--- config.mk ---
export PLATFORM = sky130hd
export DESIGN_NAME = brk_ctl
export DESIGN_NICKNAME = d
export VERILOG_FILES = /design/src/rtl/brk_ctl.sv
export SDC_FILE = /design/constraint.sdc
export NUM_CORES = 1
export LEC_CHECK = 0
export BUFFER_PORTS_ARGS = -buffer_cell sky130_fd_sc_hd__clkbuf_2
export CORE_MARGIN = 5
export CORE_UTILIZATION = 32
export CTS_BUF_LIST = sky130_fd_sc_hd__clkbuf_8
export DETAILED_ROUTE_END_ITERATION = 16
export PLACE_DENSITY = 0.77
export SYNTH_ARGS = -nofsm -noshare
export SYNTH_HDL_FRONTEND = slang
export SYNTH_SLANG_ARGS = --single-unit
export TNS_END_PERCENT = 1
--- constraint.sdc ---
create_clock -name clk -period 0.9 [get_ports clk]
set_input_delay 0.09 -clock clk [delete_from_list [all_inputs] [get_ports clk]]
set_output_delay 0.09 -clock clk [all_outputs]
set_load 0.02 [all_outputs]
--- src/rtl/brk_ctl.sv ---
module brk_ctl #(
  parameter int          AW      = 32,
  parameter logic [AW-1:0] BRK_VEC = 32'h0000_0020,
  parameter bit          HAS_MMU = 1'b0,
  parameter bit          HAS_MPU = 1'b0
) (
  input  logic          clk,
  input  logic          rst_n,
  input  logic          sw_brk,
  input  logic          hw_brk,
  input  logic          brk_ret,
  input  logic [31:0]   st_cur,
  input  logic [AW-1:0] next_pc,
  input  logic [AW-1:0] ba_rdata,
  output logic          st_we,
  output logic [31:0]   st_nxt,
  output logic [31:0]   st_saved,
  output logic          ba_we,
  output logic [AW-1:0] ba_wdata,
  output logic          redir,
  output logic [AW-1:0] redir_pc
);
  localparam int BIT_PIE = 0;
  localparam int BIT_U   = 1;
  localparam int BIT_EH  = 2;
  localparam int RS_W    = 6;
  localparam int CRS_LO  = 10;
  localparam int PRS_LO  = 16;

  logic        enter, leave;
  logic [31:0] st_enter;

  assign enter = sw_brk | hw_brk;
  assign leave = brk_ret & ~enter;

  always_comb begin
    st_enter = st_cur;
    st_enter[BIT_PIE] = 1'b0;
    if (HAS_MMU || HAS_MPU) st_enter[BIT_U] = 1'b0;
    if (HAS_MMU) st_enter[BIT_EH] = 1'b1;
    st_enter[PRS_LO +: RS_W] = st_cur[CRS_LO +: RS_W];
    st_enter[CRS_LO +: RS_W] = '0;
  end

  always_ff @(posedge clk) begin
    if (!rst_n)     st_saved <= '0;
    else if (enter) st_saved <= st_cur;
  end

  assign st_we    = enter | leave;
  assign st_nxt   = enter ? st_enter : st_saved;
  assign ba_we    = enter;
  assign ba_wdata = next_pc;
  assign redir    = enter | leave;
  assign redir_pc = enter ? BRK_VEC : ba_rdata;
endmodule

==> run metrics, run 1 <==
vias in the first global route=between 2000 and 2500; period utilization=126%; Final Setup Violations=a little over 70; Logic pwr share=38.3%; Highest Clock Rate=slightly below 0.9 GHz; Gate Count Post-Synth=between 200 and 300; relative slew slack=87.5%; hold_sp=st_cur[19]; slowest CP cell=mux2_4; Reg power frac=between 30% and 40%; Post-Syn Area=~0.0021 mm^2; Sw Ratio=about a third; Util after Layout=between 50% and 60%; min-delay worst type=primary input to flop; share of post-route cells with drive strength above 1=a little over two thirds; Req. time, crit path=810 ps; hold endpoint=st_saved[19]; Yosys reg bits=32; # diodes=0; WS Path Type=primary input to output pin; clk buf depth=2; LEAKAGE=between 1.5 and 2 nW; Avg WL per Cell=between 15 and 20 um; placed insts=~460; nets=498; # IOs=about 230; final HPWL from detailed placement=roughly 5.6 mm; sequential share of the synthesized area=between 20% and 30%; P&R area growth vs syn=79.9%; DRT iter0 DRCs=73; first-pass GRT wire length=~11 mm; number of vias per cell=between 4 and 5; # DRC=0; sw power=roughly 1.5 mW; Worst-Skew Late Latency=280 ps; clk_skew=0 ps; full die area=about 0.0085 mm^2; Die Ht=around 92 um; Overflow after GRT=0; final wirelength=8.28 mm; worst r2r src=st_saved[20]; fin worst setup slack=-235 ps; pwr dens=1170 mW/mm^2; Core Box Area=approximately 0.0065 mm^2; Starting Density=33.3%; FF-to-FF setup slack=roughly 210 ps; Mean Syn Cell Area=approximately 8.5 um^2; antenna violations before repair=0; Detail Route Antenna Nets=0; total CTS buffers=5; VDD IR-drop max=~0.00076 V; largest net degree at the start of global routing=39; failing checks=setup timing; first-pass iteration count of the detailed router=4; CTS tree=done; vias=about 2300; # Max-Cap Violations=0; CP Cell Sequence=buf_8, nor2_8, inv_8, buf_12, mux2_4, clkbuf_2; Port-buffer cells=167; Reg2Reg Capture Point=st_saved[20]; Largest register FFs=32; Buf/Inv on CP=4; Hold Worst Slack=about 42 ps; hold path depth=3; Largest regs=st_saved: 32 flops; Die X=between 90 and 100 um; status=finished with violations; CP startpoint kind=primary input; syn_nets=353; CP Max Fanout=7; Post-Layout Cell Count=around 480; clock group share of total power=26.2%; count of pins over their slew limit=0; H-tree level count=2; largest reg by FF count=st_saved; crit path DAT=1050 ps; worst slew pin tran=187 ps; CP Capture Type=output pin; final hold violation count=0; min cycle time layout=about 1100 ps; CP max stage delay=~290 ps; Row Count=29; Reg2Reg Depth=3; Routability Congestion=roughly 0.75; Internal=approximately 3 mW; delay-heaviest family, CP=buffers and inverters; Clock transition at path regs=about 70 ps; yosys warns=0; Clock Tree Root=clkbuf_8; total track usage=between 10% and 20%; Sink Count=32; Yosys cell types=14; setup repair after global routing missed its margin=yes
[area by class of cell]
type	count	area, um^2
well taps	77	96.3
clock buffers	6	82.6
fillers	544	2590
flip-flops and latches	32	681
inverters	1	11.3
repair buffers	195	1800
multi-input cells	162	1180
clock inverters	2	15.0
[metal layers]
layer / part of all wire, % / up-vias / global-route usage (%)
li1: - / 1123 / -
met1: 39 / 1093 / 19.6
met2: 53 / 88 / 28.8
met3: 6.4 / 17 / 4.09
met4: 1.7 / 0 / 5.94
met5: 0 / - / 0
[placed cells by master (no fill, tap or decap), drive strengths merged]
cell type,instances
clkbuf,101
buf,100
and2,38
nand2,32
o211ai,32
dfxtp,32
o21ai,32
mux2,25
clkinvlp,2
or3,2
nor2,1
inv,1
[what timing repair did]
| item | 4_1_cts | 5_1_grt |
|---|---|---|
| buffers inserted | 1 | 6 |
| setup endpoints to repair | 99 | 90 |
| resized for setup | 123 | 179 |
| pin swaps | 0 | 13 |
| cloned | 0 | 4 |
| hold buffers | 0 | 0 |
[worst max-delay path by stage]
stage / cells past startpoint / from / slack [ps] / endpoint
3_5_place_dp: 6 / sw_brk / -240 / redir_pc[6]
3_3_place_gp: 6 / sw_brk / -230 / redir_pc[9]
4_1_cts: 5 / sw_brk / -240 / st_nxt[19]
5_1_grt: 6 / hw_brk / -260 / st_nxt[6]
2_1_floorplan: 5 / sw_brk / -100 / st_nxt[22]
6_report: 6 / hw_brk / -240 / st_nxt[30]
[cells in the mapped netlist (all sizes together)]
| library cell | count | share of area (%) |
|---|---|---|
| buf | 39 | 14 |
| o21ai | 32 | 7.5 |
| nor2 | 1 | 0.93 |
| or3 | 2 | 0.58 |
| and2 | 38 | 11 |
| inv | 1 | 0.29 |
| dfxtp | 32 | 30 |
| clkbuf | 18 | 3.1 |
| mux2 | 25 | 16 |
| nand2 | 32 | 5.6 |
| o211ai | 32 | 11 |
[stage by stage]
step / setup WS [ps] / cell area [um^2] / setup TNS, ps / total power, mW
global route: -262 / 3870 / -13300 / 4.75
detailed placement: -242 / 2910 / -15660 / 2.91
floorplan: -101 / 2170 / -3220 / 2.59
finish: -235 / 3870 / -10880 / 4.54
global placement: -232 / 2910 / -13840 / 2.89
CTS: -240 / 3390 / -11000 / 4.28
[kinds of logic after synthesis]
kind of cell / Yosys count / share of synthesized area (%)
DFF: 32 / 29.8
AOI/OAI and AO/OA: 64 / 18.6
and+or+nand+nor: 73 / 18.2
buffers and inverters: 58 / 17.3
muxes: 25 / 16.1
[power by group through the flow]
stage / Clock, mW / Sequential [mW] / Combinational [mW]
2_1_floorplan: 0 / 1.72 / 0.872
3_3_place_gp: 0 / 1.61 / 1.28
3_5_place_dp: 0 / 1.61 / 1.30
4_1_cts: 1.23 / 1.60 / 1.45
5_1_grt: 1.28 / 1.63 / 1.84
6_report: 1.19 / 1.61 / 1.74
[worst min-delay path: stages]
cell and delay (ps):
clkbuf_2 70, o211ai_1 60, o21ai_0 60
Power figures use the tool's default switching activity.
==> run 2, diff against run 1 <==
--- a/config.mk
+++ b/config.mk
@@ -10,7 +10,7 @@
 export CORE_UTILIZATION = 32
 export CTS_BUF_LIST = sky130_fd_sc_hd__clkbuf_8
 export DETAILED_ROUTE_END_ITERATION = 16
-export PLACE_DENSITY = 0.77
+export PLACE_DENSITY = 0.76
 export SYNTH_ARGS = -nofsm -noshare
 export SYNTH_HDL_FRONTEND = slang
 export SYNTH_SLANG_ARGS = --single-unit
==> run 2 against run 1 <==
Hold slack improved by 9.0 ps. Utilization grew 1.5 points. Global-route usage grew 0.32 points. The run still ends with setup timing left. Critical path type unchanged.
==> run metrics, run 2 (same netlist as run 1, synthesis figures left out) <==
status=finished with violations; failing checks=setup timing; Highest Clock Rate=between 0.8 and 0.9 GHz; final HPWL from detailed placement=5.51 mm; Die Ht=just over 90 um; number of vias per cell=just under 5; DRT iter0 DRCs=73; Detail Route Antenna Nets=0; Largest regs=st_saved: 32 flops; count of pins over their slew limit=0; delay-heaviest family, CP=buffers and inverters; Core Box Area=around 0.0065 mm^2; CP startpoint kind=primary input; Sink Count=32; worst slew pin tran=around 260 ps; # IOs=between 200 and 250; Non-Filler Cell Area, Final=~0.004 mm^2; most frequent cells in the layout=71 x clkbuf_2, 39 x clkbuf_8, 38 x buf_6, 32 x nand2_1, 32 x o211ai_1; clk buf depth=2; relative slew slack=82.4%; fillcell total=526; Req. time, crit path=810 ps; Port-buffer cells=between 150 and 200; CP Capture Type=output pin; Row Count=29; nets=between 500 and 600; Starting Density=33.3%; placed inst area=slightly below 0.003 mm^2; Util after Layout=between 60 and 70%; hold_buf cts=0; WS Path Type=primary input to output pin; # diodes=0; clk_skew=0 ps; total CTS buffers=5; CP Max Fanout=8; antenna violations before repair=0; total track usage=16.8%; slowest CP cell=mux2_4; full die area=0.00846 mm^2; Die X=92.0 um; min-delay worst type=primary input to flop; P&R area growth vs syn=84.6%; VDD IR-drop max=between 0.0005 and 0.0006 V; min cycle time layout=~1100 ps; fin worst setup slack=-219 ps; Overflow after GRT=0; Largest register FFs=32; share of post-route cells with drive strength above 1=68.9%; first-pass iteration count of the detailed router=4; Routability Congestion=0.823; vias in the first global route=2365; dpl ws=-253 ps; crit path DAT=1030 ps; # DRC=0; Final Setup Violations=74; CP max stage delay=about 300 ps; final wirelength=about 8.4 mm; largest net degree at the start of global routing=43; Clock transition at path regs=around 70 ps; pwr dens=around 1100 mW/mm^2; largest reg by FF count=st_saved; most common cell after layout, fill and taps aside=clkbuf_2; vias=2373; period utilization=124%; first-pass GRT wire length=11.7 mm; Clock Tree Root=clkbuf_8; Buf/Inv on CP=4; final hold violation count=0; setup repair after global routing missed its margin=yes; Worst-Skew Late Latency=270 ps; LEAKAGE=1.89 nW; # Max-Cap Violations=0; H-tree level count=2; CP Cell Sequence=buf_8, nor2_8, inv_8, buf_12, mux2_4, buf_6; Avg WL per Cell=roughly 17 um; Hold Worst Slack=50.7 ps; CTS tree=done
run 2: repair_timing:
action | CTS | global route
pin swaps | 0 | 7
gates resized for setup | 143 | 156
endpoints found under the setup margin | 94 | 90
buffers inserted | 0 | 12
cloned | 0 | 3
run 2: path summary, 6_finish.rpt:
check                     from           end  slack, ps  cells past startpoint
setup / recovery        hw_brk     st_nxt[6]       -220                      6
hold / removal       st_cur[0]   st_saved[0]         50                      3
setup reg to reg  st_saved[23]  st_saved[23]        220                      3
hold reg to reg    st_saved[6]   st_saved[6]        470                      2
run 2: through the flow:
| step | total power [mW] | setup TNS, ps | std cells |
|---|---|---|---|
| 5_1_grt | 4.63 | -13080 | 479 |
| 4_1_cts | 4.13 | -9920 | 464 |
| 3_3_place_gp | 2.89 | -12640 | 457 |
| 3_5_place_dp | 2.91 | -14450 | 457 |
| 2_1_floorplan | 2.59 | -3220 | 252 |
| 6_report | 4.41 | -10230 | 479 |
run 2: cell type report:
cell class | instances | area, um^2 | share of cell area [%]
repair buffers | 200 | 1930 | 48.6
multi-input cells | 162 | 1170 | 29.5
clock inverters | 2 | 8.76 | 0.221
flip-flops and latches | 32 | 683 | 17.2
well taps | 77 | 96.3 | 2.43
clock buffers | 5 | 68.8 | 1.73
inverters | 1 | 11.3 | 0.284
run 2: tightest hold or removal path, delay by kind of cell:
family,cells,cell delay [ps]
compound gates,2,130
buf+inv,1,80
run 2: per-layer routing:
metal  global-route usage (%)  wire [um]  up-vias
met5                        0          0        -
met4                     10.0        314        0
met3                     3.85        469       39
met2                     29.3       4540      104
met1                     18.7       3030     1100
li1                         -          -     1130
run 2: power breakdown:
| group | switching (mW) | internal (mW) | total, mW |
|---|---|---|---|
| combinational | 0.834 | 0.965 | 1.80 |
| sequential | 0.0770 | 1.53 | 1.61 |
| clock | 0.490 | 0.513 | 1.00 |
==> run 3, diff against run 2 <==
--- a/config.mk
+++ b/config.mk
@@ -5,12 +5,13 @@
 export SDC_FILE = /design/constraint.sdc
 export NUM_CORES = 1
 export LEC_CHECK = 0
+export ABC_AREA = 1
 export BUFFER_PORTS_ARGS = -buffer_cell sky130_fd_sc_hd__clkbuf_2
-export CORE_MARGIN = 5
-export CORE_UTILIZATION = 32
+export CORE_AREA = 5 5 87 89
 export CTS_BUF_LIST = sky130_fd_sc_hd__clkbuf_8
 export DETAILED_ROUTE_END_ITERATION = 16
-export PLACE_DENSITY = 0.76
+export DIE_AREA = 0 0 92 94
+export PLACE_DENSITY = 0.68
 export SYNTH_ARGS = -nofsm -noshare
 export SYNTH_HDL_FRONTEND = slang
 export SYNTH_SLANG_ARGS = --single-unit
==> constraint.sdc (replaced) <==
create_clock -name clk -period 1.14 [get_ports clk]
set_input_delay 0.114 -clock clk [delete_from_list [all_inputs] [get_ports clk]]
set_output_delay 0.114 -clock clk [all_outputs]
set_load 0.02 [all_outputs]
==> run 3 against run 2 <==
Total power shrank 24%. The run now ends clean. Critical endpoint is now redir_pc[28]. Critical path depth unchanged. Die area increased by 2.3%. First-iteration DRC count is 11% lower. Non-clock buffer count down 12. Largest cell class unchanged.
==> run metrics, run 3 <==
Worst-Skew Late Latency=approximately 280 ps; Yosys reg bits=32; syn_nets=between 300 and 400; Die Ht=~94 um; LEAKAGE=between 1.5 and 2 nW; setup repair after global routing missed its margin=yes; first-pass iteration count of the detailed router=4; fillcell total=just over 700; Reg power frac=between 30% and 40%; clock group share of total power=between 30% and 40%; CTS tree=done; pwr dens=about 1200 mW/mm^2; antenna violations before repair=0; final hold violation count=0; Highest Clock Rate=between 0.9 and 1 GHz; final wirelength=roughly 6.6 mm; Port-buffer cells=roughly 170; post-synth top area cell=dfxtp_1; Synth area leaders=dfxtp_1 37%, nand2_1 19%, buf_4 15%, a21oi_1 9.2%, inv_1 8.4%; Gate Count Post-Synth=around 280; # diodes=0; CP Max Fanout=18; Starting Density=between 20% and 30%; delay-heaviest family, CP=buffers and inverters; clk_skew=0 ps; CP max stage delay=about 200 ps; largest net degree at the start of global routing=37; Detail Route Antenna Nets=0; Internal=2.33 mW; Sink Count=32; Sw Ratio=30.5%; Setup Buffers After CTS=0; largest reg by FF count=st_saved; sequential share of the synthesized area=a little under two fifths; slowest CP cell=clkbuf_16; most common cell after layout, fill and taps aside=clkbuf_2; total negative setup slack=0 ps; vias in the first global route=~2100; Post-Syn Area=0.00175 mm^2; Overflow after GRT=0; # IOs=around 230; period utilization=a little over nine tenths; most used cell, CP=clkbuf_2; FF-to-FF setup slack=490 ps; dpl ws=-71.2 ps; Core Box Area=0.00668 mm^2; most frequent cells after synthesis=90 x nand2_1, 39 x inv_1, 34 x buf_4, 32 x a21oi_1, 32 x dfxtp_1; Post-synth EDFFs=0; first-pass GRT wire length=around 9.7 mm; VDD IR-drop max=0.000583 V; Sequential Area=roughly 640 um^2; WS Path Type=primary input to output pin; leading cell type by number of instances after synthesis=nand2_1; count of pins over their slew limit=0; Avg WL per Cell=around 13 um; Yosys cell types=12; crit path DAT=980 ps; Synth async-reset ratio=0%; most frequent cells in the layout=149 x clkbuf_2, 89 x nand2_1, 39 x inv_1, 32 x a21oi_1, 32 x dfxtp_1; min-delay worst type=primary input to flop; worst slew pin tran=301 ps; nets=between 500 and 600; full die area=just under 0.009 mm^2; Hold Worst Slack=roughly 56 ps; Pwr Total=between 3 and 4 mW; min cycle time layout=around 1100 ps; number of vias per cell=4.23; Die X=approximately 90 um; total track usage=a little over an eighth; Req. time, crit path=just over 1000 ps; share of post-route cells with drive strength above 1=about 48%; Largest register FFs=32; Buf/Inv on CP=4; CP Cell Sequence=clkbuf_2, inv_2, nand2_8, clkbuf_16, nor2_1, clkbuf_2; # DRC=0; Logic pwr share=between 20 and 30%; vias=2134; fin worst setup slack=between 40 and 50 ps; multi-input logic area=~650 um^2; Routability Congestion=approximately 0.80; CP startpoint kind=primary input; Row Count=30; CP Capture Type=output pin; hold_buf cts=0; Main synth FF type=dfxtp_1; DRT iter0 DRCs=65; sw power=1.02 mW; # Max-Cap Violations=0; status=finished, final reports clean; Synth top area share=36.7%; H-tree level count=2; Clock transition at path regs=roughly 70 ps; relative slew slack=approximately four fifths; P&R area growth vs syn=58.1%; Largest regs=st_saved: 32 flops; total CTS buffers=5; Clock Tree Root=clkbuf_8; Mean Syn Cell Area=between 6 and 7 um^2; final HPWL from detailed placement=5.20 mm; yosys warns=0; clk buf depth=2; Util after Layout=41.3%; Final Setup Violations=0
[run 3: changes by cell type after synthesis, moves of 31 or more]
cell / previous run / this run
inv_1: 0 / 39
a21oi_1: 0 / 32
o211ai_1: 32 / 0
o21ai_0: 32 / 0
nor2_1: 0 / 31
nand2_1: 32 / 90
and2_1: 38 / 0
[run 3: stage by stage]
step | instance area (um^2) | instances
after floorplan | 1750 | 275
after global placement | 2550 | 495
after detailed placement | 2550 | 495
after CTS | 2690 | 503
after global routing | 2760 | 505
final | 2760 | 505
[run 3: final cells by class]
type                    instances  share of cell area, %
repair buffers                188                   39.3
multi-input cells             156                   23.7
flip-flops and latches         32                   23.2
inverters                      41                   5.58
well taps                      80                   3.63
clock buffers                   7                   3.49
clock inverters                 1                   1.09
[run 3: layer usage]
| layer | global-route usage (%) | wire length [um] | up-vias |
|---|---|---|---|
| met2 | 25.6 | 3430 | 103 |
| met5 | 0 | 0 | - |
| met4 | 4.83 | 104 | 0 |
| li1 | - | - | 1077 |
| met3 | 6.09 | 650 | 20 |
| met1 | 13.3 | 2410 | 934 |
[run 3: cell families (layout without fill, tap and decap cells)]
family / Yosys count / count (layout) / share of synthesized area [%]
flip-flops: 32 / 32 / 36.7
AND/OR/NAND/NOR: 124 / 124 / 27.1
AO/OA/AOI/OAI: 32 / 32 / 9.18
buffers and inverters: 87 / 237 / 27.0
[run 3: power by group through the flow]
stage | clock network [mW] | registers (mW) | logic [mW]
2_1_floorplan | 0 | 1.33 | 0.556
3_3_place_gp | 0 | 1.24 | 0.888
3_5_place_dp | 0 | 1.25 | 0.898
4_1_cts | 1.25 | 1.22 | 0.906
5_1_grt | 1.29 | 1.23 | 1.01
6_report | 1.20 | 1.22 | 0.927
[run 3: worst reg2reg max path: cells and delay by family (launching register included)]
kind	cells	cell delay [ps]
compound gates	1	160
flops	1	350
simple gates	1	70
[run 3: final timing paths]
kind                            cells after the start         start           end
worst max-delay path                                6        hw_brk  redir_pc[28]
worst max register to register                      2   st_saved[5]   st_saved[5]
worst min-delay path                                3    st_cur[17]  st_saved[17]
worst min register to register                      2  st_saved[29]  st_saved[29]
[run 3: repair_timing]
action	CTS	global route
gates cloned	0	2
endpoints found under the setup margin	21	21
gates resized for setup	3	24
pin swaps	0	0
